--- config.mk ---
export PLATFORM = sky130hd
export DESIGN_NAME = dbg_insn_seq
export DESIGN_NICKNAME = d
export VERILOG_FILES = /design/src/rtl/dbg_seq_pkg.sv /design/src/rtl/dbg_seq_decode.sv /design/src/rtl/dbg_seq_asm.sv /design/src/rtl/dbg_seq_rep.sv /design/src/rtl/dbg_insn_seq.sv
export SDC_FILE = /design/constraint.sdc
export NUM_CORES = 1
export LEC_CHECK = 0
export CORE_MARGIN = 3
export CORE_UTILIZATION = 62
export CTS_CLUSTER_DIAMETER = 50
export CTS_CLUSTER_SIZE = 12
export DETAILED_ROUTE_END_ITERATION = 7
export GPL_TIMING_DRIVEN = 0
export PLACE_DENSITY_LB_ADDON = 0.05
export SYNTH_ARGS = -nofsm -noshare
export SYNTH_HDL_FRONTEND = slang
export SYNTH_HIERARCHICAL = 1
export SYNTH_SLANG_ARGS = --single-unit
export TNS_END_PERCENT = 10
--- constraint.sdc ---
create_clock -name clk -period 5.7 [get_ports clk]
set_clock_uncertainty 0.2 [all_clocks]
set_input_delay 1.14 -clock clk [delete_from_list [all_inputs] [get_ports clk]]
set_output_delay 1.14 -clock clk [all_outputs]
set_load 0.005 [all_outputs]
--- src/rtl/dbg_seq_pkg.sv ---
package dbg_seq_pkg;

  localparam int ITEM_MAX_BYTES = 4;
  localparam int ITEM_W         = 8 * ITEM_MAX_BYTES;
  localparam int WID_W          = $clog2(ITEM_MAX_BYTES + 1);
  localparam int KEY_ITEMS      = 8;

  typedef enum logic [2:0] {
    OPC_LD_DIR = 3'd0,
    OPC_LD_PTR = 3'd1,
    OPC_ST_DIR = 3'd2,
    OPC_ST_PTR = 3'd3,
    OPC_LD_CTL = 3'd4,
    OPC_REPEAT = 3'd5,
    OPC_ST_CTL = 3'd6,
    OPC_KEY    = 3'd7
  } opc_e;

  typedef enum logic {
    DIR_H2D = 1'b0,
    DIR_D2H = 1'b1
  } dir_e;

  // Operand schedule: up to two segments, the first may hold many items.
  typedef struct packed {
    opc_e             opc;
    dir_e             dir0;
    logic [WID_W-1:0] wid0;
    logic             seg2;
    dir_e             dir1;
    logic [WID_W-1:0] wid1;
    logic             rep_use;
    logic             key_run;
  } sched_t;

endpackage

--- src/rtl/dbg_seq_decode.sv ---
module dbg_seq_decode
  import dbg_seq_pkg::*;
(
  input  logic [2:0] opc_bits,
  input  logic [3:0] arg_bits,
  output sched_t     sched
);

  logic [WID_W-1:0] wid_hi;
  logic [WID_W-1:0] wid_lo;

  assign wid_hi = WID_W'(arg_bits[3:2]) + WID_W'(1);
  assign wid_lo = WID_W'(arg_bits[1:0]) + WID_W'(1);

  always_comb begin
    sched         = '0;
    sched.opc     = opc_e'(opc_bits);
    sched.dir0    = DIR_H2D;
    sched.dir1    = DIR_H2D;
    sched.wid0    = WID_W'(1);
    sched.wid1    = WID_W'(1);
    unique case (opc_e'(opc_bits))
      OPC_LD_DIR: begin
        sched.wid0 = wid_hi;
        sched.seg2 = 1'b1;
        sched.dir1 = DIR_D2H;
        sched.wid1 = wid_lo;
      end
      OPC_ST_DIR: begin
        sched.wid0 = wid_hi;
        sched.seg2 = 1'b1;
        sched.wid1 = wid_lo;
      end
      OPC_LD_PTR: begin
        sched.dir0    = DIR_D2H;
        sched.wid0    = wid_lo;
        sched.rep_use = 1'b1;
      end
      OPC_ST_PTR: begin
        sched.wid0    = wid_lo;
        sched.rep_use = 1'b1;
      end
      OPC_LD_CTL: sched.dir0 = DIR_D2H;
      OPC_ST_CTL: sched.dir0 = DIR_H2D;
      OPC_REPEAT: sched.wid0 = wid_lo;
      OPC_KEY:    sched.key_run = 1'b1;
      default:    sched.wid0 = WID_W'(1);
    endcase
  end

endmodule

--- src/rtl/dbg_seq_asm.sv ---
module dbg_seq_asm
  import dbg_seq_pkg::*;
(
  input  logic              clk,
  input  logic              rst_n,
  input  logic              clr,
  input  logic              take,
  input  logic [7:0]        din,
  input  logic [WID_W-1:0]  wid,
  output logic              last,
  output logic [ITEM_W-1:0] value
);

  localparam int IDX_W = $clog2(ITEM_MAX_BYTES);

  logic [IDX_W-1:0]  idx_q, idx_n;
  logic [ITEM_W-1:0] acc_q, acc_n;
  logic [ITEM_W-1:0] shifted;

  assign last    = (WID_W'(idx_q) + WID_W'(1)) == wid;
  assign shifted = ITEM_W'(din) << {idx_q, 3'b000};
  assign value   = ((idx_q == '0) ? '0 : acc_q) | shifted;

  always_comb begin
    idx_n = idx_q;
    acc_n = acc_q;
    if (clr) begin
      idx_n = '0;
    end else if (take) begin
      idx_n = last ? '0 : idx_q + IDX_W'(1);
      acc_n = value;
    end
  end

  always_ff @(posedge clk or negedge rst_n) begin
    if (!rst_n) begin
      idx_q <= '0;
      acc_q <= '0;
    end else begin
      idx_q <= idx_n;
      acc_q <= acc_n;
    end
  end

endmodule

--- src/rtl/dbg_seq_rep.sv ---
module dbg_seq_rep
  import dbg_seq_pkg::*;
#(
  parameter int CNT_W = 32
) (
  input  logic              clk,
  input  logic              rst_n,
  input  logic              clr,
  input  logic              load,
  input  logic [ITEM_W-1:0] val,
  input  logic              consume,
  output logic              ovf,
  output logic [CNT_W-1:0]  items
);

  // Largest item count the counter holds, widened to compare with val.
  localparam logic [ITEM_W:0] CNT_LIM = (ITEM_W+1)'({CNT_W{1'b1}});

  logic [ITEM_W-1:0] pend_q, pend_n;

  assign ovf   = {1'b0, val} >= CNT_LIM;
  assign items = CNT_W'(pend_q) + CNT_W'(1);

  always_comb begin
    pend_n = pend_q;
    if (clr || consume) begin
      pend_n = '0;
    end else if (load) begin
      pend_n = ovf ? ITEM_W'(CNT_LIM - 1'b1) : val;
    end
  end

  always_ff @(posedge clk or negedge rst_n) begin
    if (!rst_n) pend_q <= '0;
    else        pend_q <= pend_n;
  end

endmodule

--- src/rtl/dbg_insn_seq.sv ---
module dbg_insn_seq
  import dbg_seq_pkg::*;
#(
  parameter int CNT_W = 32
) (
  input  logic              clk,
  input  logic              rst_n,
  input  logic              byte_vld,
  input  logic [7:0]        byte_data,
  input  logic              brk,
  output logic              op_vld,
  output logic [2:0]        op_code,
  output logic              item_vld,
  output logic [ITEM_W-1:0] item_data,
  output logic [WID_W-1:0]  item_bytes,
  output logic              item_dir,
  output logic              cmd_done,
  output logic              rep_vld,
  output logic [ITEM_W-1:0] rep_count,
  output logic              rep_ovf
);

  // Instruction state
  logic             busy_q, busy_n;
  logic             seg_q, seg_n;
  logic [CNT_W-1:0] cnt_q, cnt_n;
  opc_e             opc_q, opc_n;
  dir_e             dir0_q, dir0_n, dir1_q, dir1_n;
  logic [WID_W-1:0] wid0_q, wid0_n, wid1_q, wid1_n;
  logic             seg2_q, seg2_n;

  // Output registers
  logic              op_vld_n, item_vld_n, cmd_done_n, rep_vld_n, rep_ovf_n;
  logic [2:0]        op_code_n;
  logic [ITEM_W-1:0] item_data_n, rep_count_n;
  logic [WID_W-1:0]  item_bytes_n;
  logic              item_dir_n;

  // Datapath links
  logic              accept, open_insn, take, item_end, seg_end, final_seg, insn_end;
  logic              rep_load, rep_consume, rep_ovf_c;
  logic [CNT_W-1:0]  rep_items, first_cnt;
  logic [WID_W-1:0]  cur_wid;
  dir_e              cur_dir;
  logic              asm_last;
  logic [ITEM_W-1:0] asm_value;
  sched_t            sch_d;

  dbg_seq_decode u_decode (
    .opc_bits (byte_data[7:5]),
    .arg_bits (byte_data[3:0]),
    .sched    (sch_d)
  );

  assign accept    = byte_vld && !brk;
  assign open_insn = accept && !busy_q;
  assign take      = accept && busy_q;
  assign cur_wid   = seg_q ? wid1_q : wid0_q;
  assign cur_dir   = seg_q ? dir1_q : dir0_q;
  assign item_end  = take && asm_last;
  assign seg_end   = item_end && (cnt_q == CNT_W'(1));
  assign final_seg = seg_q || !seg2_q;
  assign insn_end  = seg_end && final_seg;
  assign rep_load  = insn_end && (opc_q == OPC_REPEAT);
  assign rep_consume = open_insn && sch_d.rep_use;

  dbg_seq_asm u_asm (
    .clk   (clk),
    .rst_n (rst_n),
    .clr   (brk),
    .take  (take),
    .din   (byte_data),
    .wid   (cur_wid),
    .last  (asm_last),
    .value (asm_value)
  );

  dbg_seq_rep #(.CNT_W(CNT_W)) u_rep (
    .clk     (clk),
    .rst_n   (rst_n),
    .clr     (brk),
    .load    (rep_load),
    .val     (asm_value),
    .consume (rep_consume),
    .ovf     (rep_ovf_c),
    .items   (rep_items)
  );

  always_comb begin
    if (sch_d.rep_use)      first_cnt = rep_items;
    else if (sch_d.key_run) first_cnt = CNT_W'(KEY_ITEMS);
    else                    first_cnt = CNT_W'(1);
  end

  // Sequencer next state
  always_comb begin
    busy_n = busy_q;
    seg_n  = seg_q;
    cnt_n  = cnt_q;
    opc_n  = opc_q;
    dir0_n = dir0_q;
    dir1_n = dir1_q;
    wid0_n = wid0_q;
    wid1_n = wid1_q;
    seg2_n = seg2_q;
    if (brk) begin
      busy_n = 1'b0;
      seg_n  = 1'b0;
    end else if (open_insn) begin
      busy_n = 1'b1;
      seg_n  = 1'b0;
      cnt_n  = first_cnt;
      opc_n  = sch_d.opc;
      dir0_n = sch_d.dir0;
      dir1_n = sch_d.dir1;
      wid0_n = sch_d.wid0;
      wid1_n = sch_d.wid1;
      seg2_n = sch_d.seg2;
    end else if (item_end) begin
      if (!seg_end) begin
        cnt_n = cnt_q - CNT_W'(1);
      end else if (final_seg) begin
        busy_n = 1'b0;
      end else begin
        seg_n = 1'b1;
        cnt_n = CNT_W'(1);
      end
    end
  end

  // Output next state
  always_comb begin
    op_vld_n     = open_insn;
    op_code_n    = open_insn ? byte_data[7:5] : op_code;
    item_vld_n   = item_end;
    item_data_n  = item_end ? asm_value : item_data;
    item_bytes_n = item_end ? cur_wid : item_bytes;
    item_dir_n   = item_end ? logic'(cur_dir) : item_dir;
    cmd_done_n   = insn_end;
    rep_vld_n    = rep_load;
    rep_count_n  = rep_load ? asm_value : rep_count;
    rep_ovf_n    = rep_load && rep_ovf_c;
  end

  always_ff @(posedge clk or negedge rst_n) begin
    if (!rst_n) begin
      busy_q <= 1'b0;
      seg_q  <= 1'b0;
      cnt_q  <= '0;
      opc_q  <= OPC_LD_DIR;
      dir0_q <= DIR_H2D;
      dir1_q <= DIR_H2D;
      wid0_q <= '0;
      wid1_q <= '0;
      seg2_q <= 1'b0;
    end else begin
      busy_q <= busy_n;
      seg_q  <= seg_n;
      cnt_q  <= cnt_n;
      opc_q  <= opc_n;
      dir0_q <= dir0_n;
      dir1_q <= dir1_n;
      wid0_q <= wid0_n;
      wid1_q <= wid1_n;
      seg2_q <= seg2_n;
    end
  end

  always_ff @(posedge clk or negedge rst_n) begin
    if (!rst_n) begin
      op_vld     <= 1'b0;
      op_code    <= '0;
      item_vld   <= 1'b0;
      item_data  <= '0;
      item_bytes <= '0;
      item_dir   <= 1'b0;
      cmd_done   <= 1'b0;
      rep_vld    <= 1'b0;
      rep_count  <= '0;
      rep_ovf    <= 1'b0;
    end else begin
      op_vld     <= op_vld_n;
      op_code    <= op_code_n;
      item_vld   <= item_vld_n;
      item_data  <= item_data_n;
      item_bytes <= item_bytes_n;
      item_dir   <= item_dir_n;
      cmd_done   <= cmd_done_n;
      rep_vld    <= rep_vld_n;
      rep_count  <= rep_count_n;
      rep_ovf    <= rep_ovf_n;
    end
  end

endmodule

# Yosys cells after proc, flatten, opt, wreduce, memory -nomap -nowiden
# Index checks and enable logic that the tools add are counted.
op_classes:
  n_addsub: 6
  order_cmp: 1
  n_eq_ne: 11
  n_shift: 1
  muxes: 32
  bitwise_logic: 2
  reduce_logical: 31
ops:
  columns: ["cell", "count"]
  rows:
  - ["$mux 32", 9]
  - ["$add 32x1->32 const B", 1]
  - ["$eq 32x1->1 const B", 1]
  - ["$ge 32x32->1 const B", 1]
  - ["$or 32x32->32", 1]
  - ["$shl 8x5->32", 1]
  - ["$sub 32x1->32 const B", 1]
  - ["$mux 1", 16]
  - ["$eq 3x3->1 const B", 4]
  - ["$add 2x1->3 const B", 3]
  - ["$logic_and 1x1->1", 9]
  - ["$reduce_and 3->1", 3]
  - ["$reduce_bool 3->1", 3]
  - ["$eq 3x2->1 const B", 2]
  - ["$mux 2", 3]
  - ["$mux 3", 2]
  - ["$ne 3x3->1 const B", 2]
  - ["$pmux 3 s2", 1]
  - ["$reduce_bool 2->1", 3]
  - ["$reduce_or 2->1", 3]
  - ["$mux 4", 1]
  - ["$reduce_and 2->1", 2]
  - ["$eq 3x1->1 const B", 1]
  - ["$eq 3x3->1", 1]
  - ["other kinds (7)", 10]
totals:
  ff_bits: 188
  in_bits: 12
  out_inout_bits: 76

# Depth between registers and ports, before layout
# Gate-level depths: netlist of run 1.
depth:
  word_depth: 9
  depth_mapped: 14

# Modules after synthesis
# The synthesis of run 1 kept the hierarchy.
modules_own_cells:
  columns: ["module", "instances", "cells_per_inst", "area_per_inst_um2"]
  rows:
  - ["dbg_insn_seq", 1, 557, 5552.8]
  - ["dbg_seq_rep", 1, 172, 1824.2]
  - ["dbg_seq_asm", 1, 204, 1819.2]
  - ["dbg_seq_decode", 1, 23, 186.4]

# Least setup slack after synthesis of run 1
# No wires, ideal clock.
synth_path:
  kind: "flip-flop to flip-flop"
  from: "register u_asm.idx_q[0]"
  to: "register u_rep.pend_q[5]"
  setup_time_ns: 0.065
  arrival_time_ns: 3.490
  required_time_ns: 5.435
  slack_ns: 1.946
  path_stages_with_launch: 14
  path_buffers: 3
  synth_period_minus_slack_ns: 3.754
  cell_sequence: "dfrtp_1 > buf_4 > inv_1 > ha_1 > xor2_1 > nor3_1 > nand4b_1 > nor3_1 > nand3_2 > nor4_4 > buf_6 > nor3b_1 > clkbuf_1 > a22o_2"
synth_between:
  elab_chain_cells: 7
  word_cells_on_any_way: 15
  cone_classes: "add/sub: 1; order compare: 1; eq/ne: 1; shift: 1; mux: 4; bitwise: 1; reduce/logical: 6"
synth_rtl:
  columns: ["item", "line_no", "source"]
  rows:
  - ["start, declared", "dbg_seq_asm.sv:16", "logic [IDX_W-1:0] idx_q, idx_n;"]
  - ["start signal, assigned", "dbg_seq_asm.sv:40", "idx_q <= idx_n;"]
  - ["$add 2x1->3", "dbg_seq_asm.sv:20", "assign last = (WID_W'(idx_q) + WID_W'(1)) == wid;"]
  - ["$eq 3x3->1", "dbg_seq_asm.sv:20", null]
  - ["via asm_last", "dbg_insn_seq.sv:45", "logic asm_last;"]
  - ["$logic_and 1x1->1", "dbg_insn_seq.sv:60", "assign item_end = take && asm_last;"]
  - ["$logic_and 1x1->1", "dbg_insn_seq.sv:61", "assign seg_end = item_end && (cnt_q == CNT_W'(1));"]
  - ["$logic_and 1x1->1", "dbg_insn_seq.sv:63", "assign insn_end = seg_end && final_seg;"]
  - ["$logic_and 1x1->1", "dbg_insn_seq.sv:64", "assign rep_load = insn_end && (opc_q == OPC_REPEAT);"]
  - ["via rep_load", "dbg_insn_seq.sv:41", "logic rep_load, rep_consume, rep_ovf_c;"]
  - ["$reduce_bool 2->1 (no line)", null, null]
  - ["end signal, assigned", "dbg_seq_rep.sv:35", "else pend_q <= pend_n;"]
  - ["end, declared", "dbg_seq_rep.sv:19", "logic [ITEM_W-1:0] pend_q, pend_n;"]
# The timed path passes the listed nets, and every way through them passes these cells. The select of a mux whose other input is x is not followed.
# A chain may end at the register's enable or synchronous reset.

# Final worst setup path of run 1
# Same ends and word-level chain as after synthesis.

==> impl_metrics.env, run 1 <==
export IMPL_status="completed"
export IMPL_synth_ff_latch_count=188
export IMPL_clock_latency_ns=0.44
export IMPL_dp_cells=1227
export IMPL_critPathCaptureType="register"
export IMPL_gp_congestion=0.916
export IMPL_cts_max_level=4
export IMPL_drt_iter0_drc=940
export IMPL_layout_setup_ws_ns=0.891
export IMPL_syn_nets=975
export IMPL_grt_use_total=0.323
export IMPL_hpwl_mm=17.8
export IMPL_async_flop_share=1.00
export IMPL_netlist_area_um2=9380
export IMPL_crit_top_cell="nor3_1"
export IMPL_yosysSeqAreaShare=0.501
export IMPL_grt_ovfl_total=0
export IMPL_synth_enable_flop_cells=0
export IMPL_drive_gt1_frac=0.0819
export IMPL_max_cap_violations=0
export IMPL_die_area_um2=16600
export IMPL_drcViolationCount=0
export IMPL_firstDrtPassIters=6
export IMPL_core_rowCount=44
export IMPL_layout_common_cells="nand2_1, dfrtp_1, clkdlybuf4s50_1"
export IMPL_max_freq_mhz=208
export IMPL_ant_nets=0
export IMPL_crit_slowest_cell="nor4_4"
export IMPL_grt_start_max_net_pins=103
export IMPL_wl_per_cell_um=20.3
export IMPL_dieWidth_um=129
export IMPL_antenna_found_initial=0
export IMPL_n_antenna_cell=0
export IMPL_fin_cells=1259
export IMPL_drv_slew=0
export IMPL_clk_pin_slew_ns=0.07
export IMPL_cpPeakStageDelay_ns=0.76
export IMPL_coreArea_um2=14600
export IMPL_power_density_nw_per_um2=323
export IMPL_ios=88
export IMPL_root_buffer="clkbuf_16"
export IMPL_die_y_um=129
export IMPL_rsz0062_at_grt="no"
export IMPL_cts_setup_buffers=0
export IMPL_hold_buffers=0
export IMPL_clk_path_buf_depth=2
export IMPL_port_buffers=86
export IMPL_cts_resized=0
export IMPL_cts_sinks=188
export IMPL_vias=7936
export IMPL_min_path_type="reg2reg"
export IMPL_path_class="reg2reg"
export IMPL_grt_pass1_vias=7830
export IMPL_final_common_cell="nand2_1"
export IMPL_cts_tree="yes"
export IMPL_synth_distinct_cells=67
export IMPL_cp_max_fo=12
export IMPL_slew_headroom=0.353
export IMPL_final_hold_viol_count=0
export IMPL_cts_buffers=17
export IMPL_synthCells=956
export IMPL_start_kind="register"
export IMPL_initial_core_util=0.641
export IMPL_vias_per_cell=6.30
export IMPL_max_vdd_ir_drop_mv=0.261
export IMPL_wl_mm=25.6
export IMPL_setup_tns_ns=0
export IMPL_syn2layout_area_growth_pct=18.5
export IMPL_critPathRequiredTime_ns=5.88
export IMPL_fin_crit_sh=0.844
export IMPL_arrival_ns=4.99
export IMPL_yosys_warnings=6
export IMPL_num_nets_final=1081
export IMPL_power_leakage_nw=5.07
export IMPL_period_minus_slack_ns=4.81
export IMPL_grt_pass1_wl_mm=41.7
export IMPL_pre_cts_ws_ns=0.583
export IMPL_tightest_slew_ns=0.960
export IMPL_synth_ff_type="dfrtp_1"
export IMPL_finalPower_mw=3.59
export IMPL_cp_cell_sequence="buf_4, inv_1, ha_1, xor2_1, nor3_1, nand4b_1, nor3_1, nand3_2, nor4_4, buf_6, nor3b_1, clkbuf_1, a22o_2"
export IMPL_setup_viol=0
export IMPL_avgSynthCellArea_um2=9.81
==> cell type report <==
type	instances	area (µm²)
Tap cell	184	230
Clock buffer	19	443
Buffer	62	298
Timing Repair Buffer	87	893
Clock inverter	13	174
Inverter	46	175
Sequential cell	188	4700
Fill cell	1035	3520
Multi-Input combinational cell	660	4210
==> sequential cells by signal, indices dropped and copies added (netlist names), 2 cells and up <==
name and cells:
cnt_q 32, item_bytes 3, item_data 32, op_code 3, opc_q 3, rep_count 32, u_asm/acc_q 32, u_asm/idx_q 2
u_rep/pend_q 32, wid0_q 3, wid1_q 3
==> through the flow <==
stage | hold WS (ns) | util | area, µm²
6_report | 0.272 | 0.760 | 11100
5_1_grt | 0.299 | 0.760 | 11100
4_1_cts | 0.280 | 0.760 | 11100
3_5_place_dp | 0.263 | 0.717 | 10500
3_3_place_gp | 0.254 | 0.715 | 10500
2_1_floorplan | 0.240 | - | 9380
==> worst paths after layout <==
check	startpoint	endpoint	slack (ns)	cells past startpoint
worst min register to register	wid0_q[0]	wid0_q[0]	0.27	2
max in group asynchronous	rst_n	rep_count[14]	3.86	2
worst max-delay path	u_asm/idx_q[0]	u_rep/pend_q[5]	0.89	13
min in group asynchronous	rst_n	op_code[1]	0.48	1
worst max register to register	u_asm/idx_q[0]	u_rep/pend_q[5]	0.89	13
worst min-delay path	wid0_q[0]	wid0_q[0]	0.27	2
==> cell families (layout without fill, tap and decap cells) <==
| kind of cell | after synthesis | after routing | synth area share |
|---|---|---|---|
| buf+inv | 108 | 227 | 0.0504 |
| xor+xnor | 34 | 34 | 0.0317 |
| mux | 40 | 40 | 0.0473 |
| compound gates | 200 | 200 | 0.157 |
| fa+ha+maj | 7 | 7 | 0.00933 |
| flops | 188 | 188 | 0.501 |
| simple gates | 379 | 379 | 0.203 |
==> synth_stat cells (6+ instances only) <==
| cell | instances | share of area |
|---|---|---|
| and2_1 | 7 | 0.0047 |
| nand3_1 | 21 | 0.011 |
| buf_2 | 10 | 0.0053 |
| a21oi_1 | 7 | 0.0037 |
| and3_1 | 7 | 0.0047 |
| inv_1 | 44 | 0.018 |
| o2bb2ai_1 | 13 | 0.012 |
| mux2_2 | 7 | 0.0084 |
| ha_1 | 7 | 0.0093 |
| nor2_1 | 26 | 0.010 |
| nand2_1 | 218 | 0.087 |
| clkbuf_1 | 38 | 0.015 |
| mux2_1 | 28 | 0.034 |
| xnor2_1 | 29 | 0.027 |
| o21ai_0 | 62 | 0.033 |
| nand4_1 | 20 | 0.013 |
| a22oi_1 | 7 | 0.0056 |
| a22o_1 | 73 | 0.068 |
| a32oi_1 | 8 | 0.0075 |
| dfrtp_1 | 188 | 0.50 |
| nor4_1 | 6 | 0.0040 |
| nor3_1 | 26 | 0.014 |
==> layer usage <==
metal	track usage	part of all wire	up-vias
li1	-	-	3586
met1	0.427	0.41	3899
met2	0.508	0.48	381
met3	0.103	0.084	70
met4	0.113	0.027	0
met5	0	0	-
==> critical path, delay by kind of cell (launching register included) <==
| family | cells | cell delay (ns) |
|---|---|---|
| and+or+nand+nor | 6 | 2.29 |
| buffers and inverters | 4 | 1.10 |
| DFF | 1 | 0.38 |
| adders and majority gates | 1 | 0.31 |
| AOI/OAI and AO/OA | 1 | 0.23 |
| xor gates and xnor gates | 1 | 0.20 |
==> report_power, final <==
group,switching (mW),total (mW),internal (mW)
Sequential,0.157,1.63,1.48
Combinational,0.397,0.714,0.317
Clock,0.561,1.24,0.680
Note: power is estimated with default switching activity, not from simulation.
==> run 2: changes to the inputs <==
--- a/config.mk
+++ b/config.mk
@@ -6,7 +6,7 @@
 export NUM_CORES = 1
 export LEC_CHECK = 0
 export CORE_MARGIN = 3
-export CORE_UTILIZATION = 62
+export CORE_UTILIZATION = 52
 export CTS_CLUSTER_DIAMETER = 50
 export CTS_CLUSTER_SIZE = 12
 export DETAILED_ROUTE_END_ITERATION = 7
==> constraint.sdc (replaced) <==
create_clock -name clk -period 4.33 [get_ports clk]
set_clock_uncertainty 0.2 [all_clocks]
set_input_delay 0.866 -clock clk [delete_from_list [all_inputs] [get_ports clk]]
set_output_delay 0.866 -clock clk [all_outputs]
set_load 0.005 [all_outputs]
==> impl_metrics.env, run 2 (synthesis gave the netlist of run 1 again) <==
export IMPL_seq_power_share=0.452
export IMPL_path_class="reg2reg"
export IMPL_pre_cts_ws_ns=-0.598
export IMPL_layout_setup_ws_ns=0.272
export IMPL_vias=7655
export IMPL_power_density_nw_per_um2=426
export IMPL_min_path_type="reg2reg"
export IMPL_grt_pass1_vias=7675
export IMPL_clk_path_buf_depth=2
export IMPL_status="completed"
export IMPL_max_vdd_ir_drop_mv=0.308
export IMPL_coreArea_um2=17500
export IMPL_drcViolationCount=0
export IMPL_final_util=0.641
export IMPL_final_common_cell="nand2_1"
export IMPL_dieWidth_um=140
export IMPL_p_switching_mw=1.52
export IMPL_antenna_found_initial=0
export IMPL_port_buffers=86
export IMPL_crit_slowest_cell="dfrtp_1"
export IMPL_max_freq_mhz=246
export IMPL_grt_pass1_wl_mm=43.2
export IMPL_slew_headroom=0.324
export IMPL_drt_iter0_drc=668
export IMPL_critPathRequiredTime_ns=4.50
export IMPL_setup_viol=0
export IMPL_arrival_ns=4.23
export IMPL_initial_core_util=0.537
export IMPL_die_y_um=140
export IMPL_ant_nets=0
export IMPL_power_frac_comb=0.200
export IMPL_grt_ovfl_total=0
export IMPL_drive_gt1_frac=0.0893
export IMPL_power_leakage_nw=5.09
export IMPL_clkPwrFrac=0.348
export IMPL_grt_use_total=0.279
export IMPL_final_hold_viol_count=0
export IMPL_cp_cell_sequence="buf_4, inv_1, ha_1, xor2_1, nor3_1, nand4b_1, nor3_2, nand3_2, nor4_4, buf_6, nor3b_2, clkbuf_2, a22o_1"
export IMPL_hpwl_mm=18.5
export IMPL_die_area_um2=19700
export IMPL_cpPeakStageDelay_ns=0.38
export IMPL_max_cap_violations=0
export IMPL_clk_pin_slew_ns=0.08
export IMPL_rsz0062_at_grt="no"
export IMPL_finalPower_mw=4.77
export IMPL_cts_max_level=4
export IMPL_min_from="item_data[21]"
export IMPL_critPathCaptureType="register"
export IMPL_clock_latency_ns=0.44
export IMPL_syn2layout_area_growth_pct=19.4
export IMPL_vias_per_cell=5.89
export IMPL_ios=88
export IMPL_cts_buffers=17
export IMPL_wl_mm=26.6
export IMPL_gp_congestion=0.904
export IMPL_cp_top_family="simple AND/OR/NAND/NOR gates"
export IMPL_num_nets_final=1081
export IMPL_p_int_mw=3.25
export IMPL_fin_crit_sh=0.937
export IMPL_period_minus_slack_ns=4.06
export IMPL_core_rowCount=48
export IMPL_whs_ns=0.279
export IMPL_root_buffer="clkbuf_16"
export IMPL_crit_start="u_asm/idx_q[0]"
export IMPL_drv_slew=0
export IMPL_tightest_slew_ns=1.00
export IMPL_cp_max_fo=12
export IMPL_wl_per_cell_um=20.4
export IMPL_timing_rr_start="u_asm/idx_q[0]"
export IMPL_switching_share=0.318
export IMPL_firstDrtPassIters=5
export IMPL_grt_start_max_net_pins=113
export IMPL_layout_common_cells="nand2_1, dfrtp_1, clkdlybuf4s50_1"
export IMPL_start_kind="register"
export IMPL_cts_sinks=188
export IMPL_cts_tree="yes"
export IMPL_n_antenna_cell=0
export IMPL_path_buf_inv=4
==> run 2: cell count changes in the layout (fill, tap and decap cells not counted) <==
| cell | before | now |
|---|---|---|
| clkbuf_1 | 39 | 34 |
| clkbuf_2 | 0 | 3 |
| buf_4 | 4 | 5 |
| clkbuf_8 | 1 | 0 |
| clkinv_8 | 1 | 2 |
| clkinvlp_4 | 2 | 3 |
| dfrtp_1 | 188 | 187 |
| dfrtp_2 | 0 | 1 |
| nor3_1 | 26 | 25 |
| nor3_2 | 0 | 1 |
| nor3b_1 | 1 | 0 |
| nor3b_2 | 0 | 1 |
==> run 2: what timing repair did <==
item	in CTS	in global routing
buffers inserted	1	0
gates resized for setup	1	8
setup endpoints to repair	32	30
hold buffers	0	0
gates cloned	0	0
pin swaps	1	0
==> run 2: final cells by class <==
| class | count | area (µm²) |
|---|---|---|
| inverters | 46 | 175 |
| fillers | 1454 | 6280 |
| repair buffers | 88 | 901 |
| clock buffers | 17 | 425 |
| well taps | 225 | 282 |
| clock inverters | 15 | 198 |
| plain buffers | 61 | 298 |
| flip-flops and latches | 188 | 4710 |
| multi-input cells | 660 | 4220 |
==> run 2: power by group through the flow <==
stage	Clock [mW]	Combinational (mW)	Sequential [mW]
2_1_floorplan	0	0.586	2.14
3_3_place_gp	0	0.926	2.17
4_1_cts	1.68	0.944	2.15
3_5_place_dp	0	0.938	2.18
6_report	1.66	0.954	2.15
5_1_grt	1.75	1.05	2.18
==> run 2: final timing paths <==
path / cells past startpoint / endpoint / slack (ns)
max: 13 / u_rep/pend_q[6] / 0.27
min: 2 / item_data[21] / 0.28
max reg2reg: 13 / u_rep/pend_q[6] / 0.27
min reg2reg: 2 / item_data[21] / 0.28
max in group asynchronous: 2 / rep_count[1] / 2.76
min in group asynchronous: 1 / item_dir / 0.31
==> run 2: tightest hold or removal path, delay by kind of cell (launching register included) <==
kind / cells / cell delay, ns
simple gates: 2 / 0.10
flops: 1 / 0.35
==> run 2: routing by layer <==
layer	wire length, µm	vias to the layer above	track usage
met5	0	-	0
met4	440	0	0.0709
met3	1420	33	0.0512
met2	12900	235	0.448
met1	11800	3797	0.395
li1	-	3590	-
==> run 2: per-stage QoR <==
stage,cells,TNS [ns],instance area [µm²]
after floorplan,956,0,9380
after global placement,1267,-1075.58,10500
final,1300,0,11200
after global routing,1300,0,11200
after CTS,1301,0,11200
after detailed placement,1268,-17.29,10600
